File: src/rtl/ws_pkg.sv
package ws_pkg;

   // width of an index able to address n items, never below one bit
   function automatic int bits_for(input int n);
      return (n > 1) ? $clog2(n) : 1;
   endfunction

   // occupancy state of the execution lanes
   typedef enum logic {
      LANE_IDLE  = 1'b0,
      LANE_SWEEP = 1'b1
   } lane_state_e;

endpackage

File: src/rtl/ws_slot_buf.sv
module ws_slot_buf
   import ws_pkg::*;
#(
   parameter int NW   = 24,
   parameter int OPW  = 16,
   parameter int TAGW = 4,
   parameter int NSRC = 2,
   localparam int WIDW = bits_for(NW),
   localparam int SRCW = NSRC * TAGW
) (
   input  logic                 clk,
   input  logic                 rst_n,
   input  logic                 fill_en,
   input  logic [WIDW-1:0]      fill_warp,
   input  logic [OPW-1:0]       fill_op,
   input  logic [TAGW-1:0]      fill_dst,
   input  logic [SRCW-1:0]      fill_src,
   input  logic                 clr_en,
   input  logic [WIDW-1:0]      clr_warp,
   output logic [NW-1:0]        q_vld,
   output logic [NW*OPW-1:0]    q_op,
   output logic [NW*TAGW-1:0]   q_dst,
   output logic [NW*SRCW-1:0]   q_src
);

   for (genvar g = 0; g < NW; g++) begin : g_slot
      logic hit_fill;
      logic hit_clr;
      assign hit_fill = fill_en && (fill_warp == WIDW'(g));
      assign hit_clr  = clr_en  && (clr_warp  == WIDW'(g));

      always_ff @(posedge clk) begin
         if (!rst_n) begin
            q_vld[g]                  <= 1'b0;
            q_op[g*OPW +: OPW]        <= '0;
            q_dst[g*TAGW +: TAGW]     <= '0;
            q_src[g*SRCW +: SRCW]     <= '0;
         end else if (hit_clr) begin
            q_vld[g] <= 1'b0;
         end else if (hit_fill && !q_vld[g]) begin
            q_vld[g]                  <= 1'b1;
            q_op[g*OPW +: OPW]        <= fill_op;
            q_dst[g*TAGW +: TAGW]     <= fill_dst;
            q_src[g*SRCW +: SRCW]     <= fill_src;
         end
      end
   end

   logic fill_in_range;
   logic clr_in_range;
   assign fill_in_range = {1'b0, fill_warp} < (WIDW+1)'(NW);
   assign clr_in_range  = {1'b0, clr_warp}  < (WIDW+1)'(NW);

   // only a live slot is ever released, and it is empty afterwards
   p_clr_live_r2: assert property (@(posedge clk) disable iff (!rst_n)
      clr_en |-> (clr_in_range && q_vld[clr_warp]));
   p_clr_frees_r2: assert property (@(posedge clk) disable iff (!rst_n)
      (clr_en && clr_in_range) |=> !q_vld[$past(clr_warp)]);

   // a fill into an occupied slot leaves its payload untouched
   p_fill_keep_r1: assert property (@(posedge clk) disable iff (!rst_n)
      (fill_en && fill_in_range && q_vld[fill_warp] && !clr_en)
      |=> (q_vld[$past(fill_warp)] &&
           q_op[$past(fill_warp)*OPW +: OPW] == $past(q_op[fill_warp*OPW +: OPW])));

endmodule

File: src/rtl/ws_scoreboard.sv
module ws_scoreboard
   import ws_pkg::*;
#(
   parameter int NW   = 24,
   parameter int NREG = 16,
   parameter int NSRC = 2,
   localparam int WIDW = bits_for(NW),
   localparam int TAGW = bits_for(NREG),
   localparam int SRCW = NSRC * TAGW
) (
   input  logic                 clk,
   input  logic                 rst_n,
   input  logic                 set_en,
   input  logic [WIDW-1:0]      set_warp,
   input  logic [TAGW-1:0]      set_reg,
   input  logic                 clr_en,
   input  logic [WIDW-1:0]      clr_warp,
   input  logic [TAGW-1:0]      clr_reg,
   input  logic [NW*TAGW-1:0]   q_dst,
   input  logic [NW*SRCW-1:0]   q_src,
   output logic [NW-1:0]        ops_ready
);

   logic [NREG-1:0] busy_q [NW];
   logic [NREG-1:0] busy_d [NW];

   for (genvar g = 0; g < NW; g++) begin : g_warp
      logic own_set;
      logic own_clr;
      assign own_set = set_en && (set_warp == WIDW'(g));
      assign own_clr = clr_en && (clr_warp == WIDW'(g));

      // clear first, then set: an issue wins over a same-cycle writeback
      always_comb begin
         busy_d[g] = busy_q[g];
         if (own_clr) busy_d[g][clr_reg] = 1'b0;
         if (own_set) busy_d[g][set_reg] = 1'b1;
      end

      always_ff @(posedge clk) begin
         if (!rst_n) busy_q[g] <= '0;
         else        busy_q[g] <= busy_d[g];
      end

      // operand check: destination plus each source
      always_comb begin
         ops_ready[g] = !busy_q[g][q_dst[g*TAGW +: TAGW]];
         for (int s = 0; s < NSRC; s++) begin
            if (busy_q[g][q_src[g*SRCW + s*TAGW +: TAGW]]) ops_ready[g] = 1'b0;
         end
      end
   end

   logic clr_in_range;
   logic same_reg;
   assign clr_in_range = {1'b0, clr_warp} < (WIDW+1)'(NW);
   assign same_reg     = set_en && clr_en && (set_warp == clr_warp) && (set_reg == clr_reg);

   // the issued destination was free when it was chosen
   p_set_free_r3: assert property (@(posedge clk) disable iff (!rst_n)
      set_en |-> !busy_q[set_warp][set_reg]);

   // the issued destination is busy afterwards
   p_set_busy_r8: assert property (@(posedge clk) disable iff (!rst_n)
      set_en |=> busy_q[$past(set_warp)][$past(set_reg)]);

   // a writeback without a colliding issue frees its register
   p_wb_clear_r4: assert property (@(posedge clk) disable iff (!rst_n)
      (clr_en && clr_in_range && !same_reg) |=> !busy_q[$past(clr_warp)][$past(clr_reg)]);

   // the colliding case keeps the register busy
   p_collide_busy_r9: assert property (@(posedge clk) disable iff (!rst_n)
      same_reg |=> busy_q[$past(set_warp)][$past(set_reg)]);

endmodule

File: src/rtl/ws_rr_pick.sv
module ws_rr_pick
   import ws_pkg::*;
#(
   parameter int NW = 24,
   localparam int WIDW = bits_for(NW)
) (
   input  logic             clk,
   input  logic             rst_n,
   input  logic [NW-1:0]    req,
   input  logic             adv,
   output logic             gnt_vld,
   output logic [WIDW-1:0]  gnt_idx
);

   logic [WIDW-1:0] ptr_q;

   // search forward from the pointer, wrapping past the top index
   always_comb begin
      gnt_vld = 1'b0;
      gnt_idx = '0;
      for (int k = 0; k < NW; k++) begin
         int j;
         j = int'(ptr_q) + k;
         if (j >= NW) j = j - NW;
         if (!gnt_vld && req[j]) begin
            gnt_vld = 1'b1;
            gnt_idx = WIDW'(j);
         end
      end
   end

   always_ff @(posedge clk) begin
      if (!rst_n) begin
         ptr_q <= '0;
      end else if (adv && gnt_vld) begin
         if (gnt_idx == WIDW'(NW-1)) ptr_q <= '0;
         else                        ptr_q <= gnt_idx + WIDW'(1);
      end
   end

   // a grant always names a requester, and a requester is never passed over entirely
   p_grant_req_r5: assert property (@(posedge clk) disable iff (!rst_n)
      gnt_vld |-> req[gnt_idx]);
   p_grant_any_r5: assert property (@(posedge clk) disable iff (!rst_n)
      (|req) |-> gnt_vld);
   p_ptr_range_r5: assert property (@(posedge clk) disable iff (!rst_n)
      {1'b0, ptr_q} < (WIDW+1)'(NW));

endmodule

File: src/rtl/warp_issue_sched.sv
module warp_issue_sched
   import ws_pkg::*;
#(
   parameter int NUM_WARPS     = 24,
   parameter int REGS_PER_WARP = 16,
   parameter int NUM_SRC       = 2,
   parameter int OP_W          = 16,
   parameter int WARP_THREADS  = 32,
   parameter int LANES         = 8,
   localparam int WID_W = bits_for(NUM_WARPS),
   localparam int TAG_W = bits_for(REGS_PER_WARP),
   localparam int SRC_W = NUM_SRC * TAG_W
) (
   input  logic              clk,
   input  logic              rst_n,
   input  logic              fill_valid,
   input  logic [WID_W-1:0]  fill_warp,
   input  logic [OP_W-1:0]   fill_op,
   input  logic [TAG_W-1:0]  fill_dst,
   input  logic [SRC_W-1:0]  fill_src,
   input  logic              wb_valid,
   input  logic [WID_W-1:0]  wb_warp,
   input  logic [TAG_W-1:0]  wb_reg,
   output logic              issue_valid,
   output logic [WID_W-1:0]  issue_warp,
   output logic [OP_W-1:0]   issue_op,
   output logic [TAG_W-1:0]  issue_dst
);

   localparam int SWEEP = (LANES > 0) ? WARP_THREADS / LANES : 1;
   localparam int CNT_W = bits_for(SWEEP);
   localparam int GAP_W = bits_for(SWEEP + 1);

   // elaboration-time parameter checks
   if (NUM_WARPS < 2) begin : g_bad_warps
      $error("warp_issue_sched: NUM_WARPS must be at least 2");
   end
   if (NUM_SRC < 1) begin : g_bad_src
      $error("warp_issue_sched: NUM_SRC must be at least 1");
   end
   if (REGS_PER_WARP < 2 || (REGS_PER_WARP & (REGS_PER_WARP - 1)) != 0) begin : g_bad_regs
      $error("warp_issue_sched: REGS_PER_WARP must be a power of two");
   end
   if (LANES < 1 || WARP_THREADS < LANES || (WARP_THREADS % LANES) != 0) begin : g_bad_lanes
      $error("warp_issue_sched: WARP_THREADS must be a multiple of LANES");
   end

   logic [NUM_WARPS-1:0]        slot_vld;
   logic [NUM_WARPS*OP_W-1:0]   slot_op;
   logic [NUM_WARPS*TAG_W-1:0]  slot_dst;
   logic [NUM_WARPS*SRC_W-1:0]  slot_src;
   logic [NUM_WARPS-1:0]        ops_ready;
   logic [NUM_WARPS-1:0]        eligible;
   logic                        gnt_vld;
   logic [WID_W-1:0]            gnt_idx;
   logic                        lane_free;
   logic                        take;
   logic [TAG_W-1:0]            take_dst;

   assign eligible = slot_vld & ops_ready;
   assign take     = lane_free && gnt_vld;
   assign take_dst = slot_dst[gnt_idx*TAG_W +: TAG_W];

   ws_slot_buf #(
      .NW   (NUM_WARPS),
      .OPW  (OP_W),
      .TAGW (TAG_W),
      .NSRC (NUM_SRC)
   ) u_buf (
      .clk       (clk),
      .rst_n     (rst_n),
      .fill_en   (fill_valid),
      .fill_warp (fill_warp),
      .fill_op   (fill_op),
      .fill_dst  (fill_dst),
      .fill_src  (fill_src),
      .clr_en    (take),
      .clr_warp  (gnt_idx),
      .q_vld     (slot_vld),
      .q_op      (slot_op),
      .q_dst     (slot_dst),
      .q_src     (slot_src)
   );

   ws_scoreboard #(
      .NW   (NUM_WARPS),
      .NREG (REGS_PER_WARP),
      .NSRC (NUM_SRC)
   ) u_sb (
      .clk       (clk),
      .rst_n     (rst_n),
      .set_en    (take),
      .set_warp  (gnt_idx),
      .set_reg   (take_dst),
      .clr_en    (wb_valid),
      .clr_warp  (wb_warp),
      .clr_reg   (wb_reg),
      .q_dst     (slot_dst),
      .q_src     (slot_src),
      .ops_ready (ops_ready)
   );

   ws_rr_pick #(
      .NW (NUM_WARPS)
   ) u_rr (
      .clk     (clk),
      .rst_n   (rst_n),
      .req     (eligible),
      .adv     (take),
      .gnt_vld (gnt_vld),
      .gnt_idx (gnt_idx)
   );

   // lane occupancy: a multi-cycle sweep, or always free when one pass covers the warp
   if (SWEEP > 1) begin : g_sweep
      lane_state_e      st_q;
      logic [CNT_W-1:0] cnt_q;

      always_ff @(posedge clk) begin
         if (!rst_n) begin
            st_q  <= LANE_IDLE;
            cnt_q <= '0;
         end else if (take) begin
            st_q  <= LANE_SWEEP;
            cnt_q <= CNT_W'(SWEEP - 1);
         end else if (st_q == LANE_SWEEP) begin
            if (cnt_q == CNT_W'(1)) begin
               st_q  <= LANE_IDLE;
               cnt_q <= '0;
            end else begin
               cnt_q <= cnt_q - CNT_W'(1);
            end
         end
      end

      assign lane_free = (st_q == LANE_IDLE);
   end else begin : g_single
      assign lane_free = 1'b1;
   end

   always_ff @(posedge clk) begin
      if (!rst_n) begin
         issue_valid <= 1'b0;
         issue_warp  <= '0;
         issue_op    <= '0;
         issue_dst   <= '0;
      end else begin
         issue_valid <= take;
         if (take) begin
            issue_warp <= gnt_idx;
            issue_op   <= slot_op[gnt_idx*OP_W +: OP_W];
            issue_dst  <= take_dst;
         end
      end
   end

   // cycles since the last issue, saturating at the sweep length
   logic [GAP_W-1:0] gap_q;
   always_ff @(posedge clk) begin
      if (!rst_n)                    gap_q <= GAP_W'(SWEEP);
      else if (issue_valid)          gap_q <= GAP_W'(1);
      else if (gap_q < GAP_W'(SWEEP)) gap_q <= gap_q + GAP_W'(1);
   end

   // consecutive issues are a full sweep apart
   p_issue_gap_r6: assert property (@(posedge clk) disable iff (!rst_n)
      issue_valid |-> (gap_q >= GAP_W'(SWEEP)));

   // an issued warp index is always a resident warp
   p_issue_range_r2: assert property (@(posedge clk) disable iff (!rst_n)
      issue_valid |-> ({1'b0, issue_warp} < (WID_W+1)'(NUM_WARPS)));

endmodule

File: config.mk
export PLATFORM = sky130hd
export DESIGN_NAME = warp_issue_sched
export DESIGN_NICKNAME = d
export VERILOG_FILES = /design/src/rtl/ws_pkg.sv /design/src/rtl/ws_slot_buf.sv /design/src/rtl/ws_scoreboard.sv /design/src/rtl/ws_rr_pick.sv /design/src/rtl/warp_issue_sched.sv
export SDC_FILE = /design/constraint.sdc
export NUM_CORES = 2
export LEC_CHECK = 0
export CAP_MARGIN = 20
export CORE_MARGIN = 2
export CORE_UTILIZATION = 45
export CTS_CLUSTER_DIAMETER = 150
export DETAILED_ROUTE_END_ITERATION = 8
export SLEW_MARGIN = 20
export SYNTH_ARGS = -nofsm -noshare
export SYNTH_HDL_FRONTEND = slang
export SYNTH_HIERARCHICAL = 1
export SYNTH_SLANG_ARGS = --single-unit
File: constraint.sdc
create_clock -name clk -period 11 [get_ports clk]
set_clock_uncertainty 0.1 [all_clocks]
set_input_delay 1.65 -clock clk [delete_from_list [all_inputs] [get_ports clk]]
set_output_delay 1.65 -clock clk [all_outputs]
set_load 0.02 [all_outputs]
==> results list <==
* Status: completed
- Number of filler cells placed in the layout: 12490
* Hold-fix buffers at CTS: 0
* Utilization after layout: 0.4990
* Combinational Power Share: 0.479
* Die area: 138700 µm²
- The final-report max-slew violation count is 0.
* Longest individual stage delay on the worst path: 0.75 ns
* CTS H-tree depth: 3
- The internal power of the cells totals 8.876 mW.
- First-pass iteration count of the detailed router: 8
* Share of layout cells above drive strength 1: 0.1441
- Worst-path clk slew: 0.06 ns
* Setup repair after global routing missed its margin: false
- During I/O placement, the number of pins put on the boundary was 72.
- The number of global-route vias before repair came to 47760.
* Buffers inserted by post-CTS timing repair: 0
- First-pass GRT wire length: 322300 µm
- The area growth from synthesis to layout is 10.40%.
* Top cells by area in the synthesized netlist: sky130_fd_sc_hd__dfxtp_1 37%, sky130_fd_sc_hd__mux2i_1 15%, sky130_fd_sc_hd__mux4_2 12%
* TritonCTS clock tree: done
- Core footprint: 135100 µm²
- Final nets: 6233
- The die is 372.4 µm wide.
- Row generation in the floorplan step produced 135 rows.
- Dividing the detail-routed via count by the number of cells gives 6.321.
* Max-cap check violation count: 0
* Weighted congestion at the end of routability-driven global placement: 0.9625
* Portion of the clock cycle consumed by the worst path in the final layout: 0.8629
- In the synthesized netlist the async set-or-reset flop fraction comes to 0.
* Final routed wire length divided by cell count: 27.41 µm
* Clock latency on the worst-skew pair: 0.79 ns
- Data arrival time of the critical path: 10.10 ns
- Portion of the post-synthesis area used by sequential elements: 0.3651
- In this run the critical register-to-register path is launched from u_buf/q_dst[78].
- Post-synthesis instance area: 61080 µm²
* Tot GR Track Use: 0.3093
- Most common cell in the netlist: sky130_fd_sc_hd__nand2_1
- In the synthesized netlist, the number of instances is 6303.
* Fin worst setup slack: 1.508 ns
- Of all nets on the critical path, the largest fanout is 23.
- In the final layout, the multi-input gates occupy 36410 µm².
- Overall die height: 372.4 µm
- The share of synthesized area in the top cell type comes to 0.3651.
- Biggest area consumer among synthesized cells: sky130_fd_sc_hd__dfxtp_1
* Final WL: 220100 µm
- Syn. warnings: 6
- Number of distinct standard cells referenced by the synthesized netlist: 106
- Of the total power, the share spent switching nets is 0.4614.
- Across the whole layout, storage elements account for 22300 µm².
* Number of clock buffers inserted by TritonCTS: 119
- Number of gates given a new drive strength after cts: 0
* Count of endpoints failing setup in the final report: 0
- Input and output buffers added on the ports amount to 71.
- Most used flip-flop cell after synthesis: sky130_fd_sc_hd__dfxtp_1
- Category of cells accounting for the largest share of critical-path delay: simple AND/OR/NAND/NOR gates
* Ratio of total power to cell area: 244.4 nW/µm²
- Number of placed instances with taps included: 7801
- The clock drives 1114 sinks.
- The critical path contains buffers and inverters numbering 4 combined.
- Slew margin rel.: 0.1858
- Master of the slowest instance on the critical path: sky130_fd_sc_hd__mux2i_1
- Final Hold Viols: 0
* Type of the worst min-delay path: register to register
- The share of total power dissipated in sequential elements is 0.266.
- Power share of the clock group: 0.255
- STA classifies the critical path endpoint as a register.
- In the final timing run, aggregate negative setup slack is 0 ns.
- The clock passes through at most 3 buffers.
- After synthesis the netlist holds a flip-flop and latch count of 1114.
- The synthesized design contains 0 enable-type register cells.
- The root buffer cell chosen for the clock tree is sky130_fd_sc_hd__clkbuf_16.
- For the pin with the worst max-slew slack, the measured transition is 1.221 ns.
- Total Power: 16.48 mW
- Data required time of the worst path: 11.61 ns
- Number of standard cells in the layout, taps in and fillers out: 8030
* Largest net degree at the start of global routing: 194
- Global routing finished with a remaining overflow of 0.
* Switching power summed over all nets: 7.604 mW
* CP Launch Type: register
* Static leakage power: 25.64 nW
- Crit path from: u_buf/q_dst[78]
- For this run, the top clock speed supported by timing is 0.1053 GHz.
- For this run, design rule violations remaining after detail routing come to 0.
* Critical path start-end classification: register to register
- The number of antenna violations at the first check in global routing came to 7.
* IR Drop Worst-Case VDD: 0.7453 mV
- In the synthesized netlist, the cells that appear most often are 1217 x sky130_fd_sc_hd__nand2_1, 1114 x sky130_fd_sc_hd__dfxtp_1, 925 x sky130_fd_sc_hd__mux2i_1.
* Starting Density: 0.4520
- Post-placement worst setup slack: 1.796 ns
- Nets in the synthesized netlist: 6393
* Tmin final: 9.492 ns
- Origin of the worst min-delay path: u_buf/q_op[253]
* Via count: 50760
- HPWL after DPL: 140300 µm
- After the first detailed-routing iteration, the DRC count stood at 5385.
* Antenna violation net count after detailed routing: 0
- Mapped Avg Cell Area: 9.690 µm²
cell usage in the layout (no fill, tap or decap), types with 26 or more instances in the layout:
master and n:
sky130_fd_sc_hd__mux4_2 329, sky130_fd_sc_hd__buf_4 139, sky130_fd_sc_hd__a31oi_1 41, sky130_fd_sc_hd__mux2i_1 925
sky130_fd_sc_hd__ha_1 44, sky130_fd_sc_hd__mux2_2 83, sky130_fd_sc_hd__nand3_1 87, sky130_fd_sc_hd__nor2_1 115
sky130_fd_sc_hd__nand2b_1 47, sky130_fd_sc_hd__a21boi_0 278, sky130_fd_sc_hd__nor2b_1 53, sky130_fd_sc_hd__a21oi_1 81
sky130_fd_sc_hd__clkbuf_16 119, sky130_fd_sc_hd__nor3_1 53, sky130_fd_sc_hd__or3_1 26, sky130_fd_sc_hd__o21ai_0 479
sky130_fd_sc_hd__inv_1 79, sky130_fd_sc_hd__dfxtp_1 1113, sky130_fd_sc_hd__o22ai_1 46, sky130_fd_sc_hd__nand2_1 1205
sky130_fd_sc_hd__and2_1 46, sky130_fd_sc_hd__a21boi_1 119, sky130_fd_sc_hd__a22oi_1 60, sky130_fd_sc_hd__clkdlybuf4s50_1 70
final cells by class:
class,count,share of cell area
antenna,5,0.0001856
clock buffer,168,0.05045
clock inverter,54,0.01002
inverter,84,0.004676
multi-input combinational,4598,0.5400
sequential,1114,0.3308
tap,1781,0.03305
timing repair buffer,226,0.03084
power by group through the flow:
stage / clock (mW) / combinational [mW] / sequential [mW]
floorplan: 0 / 4.30 / 4.39
global placement: 0 / 7.65 / 4.45
detailed placement: 0 / 7.65 / 4.46
CTS: 4.25 / 7.67 / 4.37
global route: 4.41 / 8.07 / 4.39
finish: 4.20 / 7.90 / 4.38
stage by stage:
| step | instance area [µm²] | hold slack, ns |
|---|---|---|
| after detailed placement | 63310 | 0.3461 |
| after global routing | 67420 | 0.3710 |
| final | 67430 | 0.3568 |
| after floorplan | 61080 | 0.3315 |
| after CTS | 67390 | 0.3568 |
| after global placement | 63270 | 0.3393 |
worst min-delay path: cells and delay by family (launching register included):
family,cells,cell delay (ns)
AND/OR/NAND/NOR,1,0.05
flip-flops,1,0.31
multiplexers,1,0.05
registers in the layout, indices dropped and copies added (netlist names), 2 cells and up:
name and count:
g_sweep.cnt_q 2, u_buf/q_src 192, u_rr/ptr_q 5, u_buf/q_vld 24
u_buf/q_op 384, issue_dst 4, issue_warp 5, u_buf/q_dst 96
u_sb/busy_q 384, issue_op 16
cell families after synthesis:
kind of cell               Yosys count  synth area share
and+or+nand+nor                   1810            0.1317
AOI/OAI and AO/OA                 1366            0.1490
muxes                             1346            0.2920
DFF                               1114            0.3651
buffers and inverters              591           0.04849
adders and majority gates           44          0.009014
xor gates and xnor gates            32          0.004712
per-layer routing:
layer	vias to the layer above	track usage	share of wire
met5	-	0	0.000059
met4	2	0.1436	0.052
met3	569	0.05560	0.080
met2	2234	0.4908	0.45
met1	25340	0.4089	0.41
li1	22610	-	-
worst paths after layout:
path	to	slack (ns)	depth (start not counted)
worst max register to register	u_sb/busy_q[1][8]	1.51	27
worst min register to register	u_buf/q_op[253]	0.36	2
worst max-delay path	u_sb/busy_q[1][8]	1.51	27
worst min-delay path	u_buf/q_op[253]	0.36	2
No activity file was read; power rests on OpenSTA's default activity.
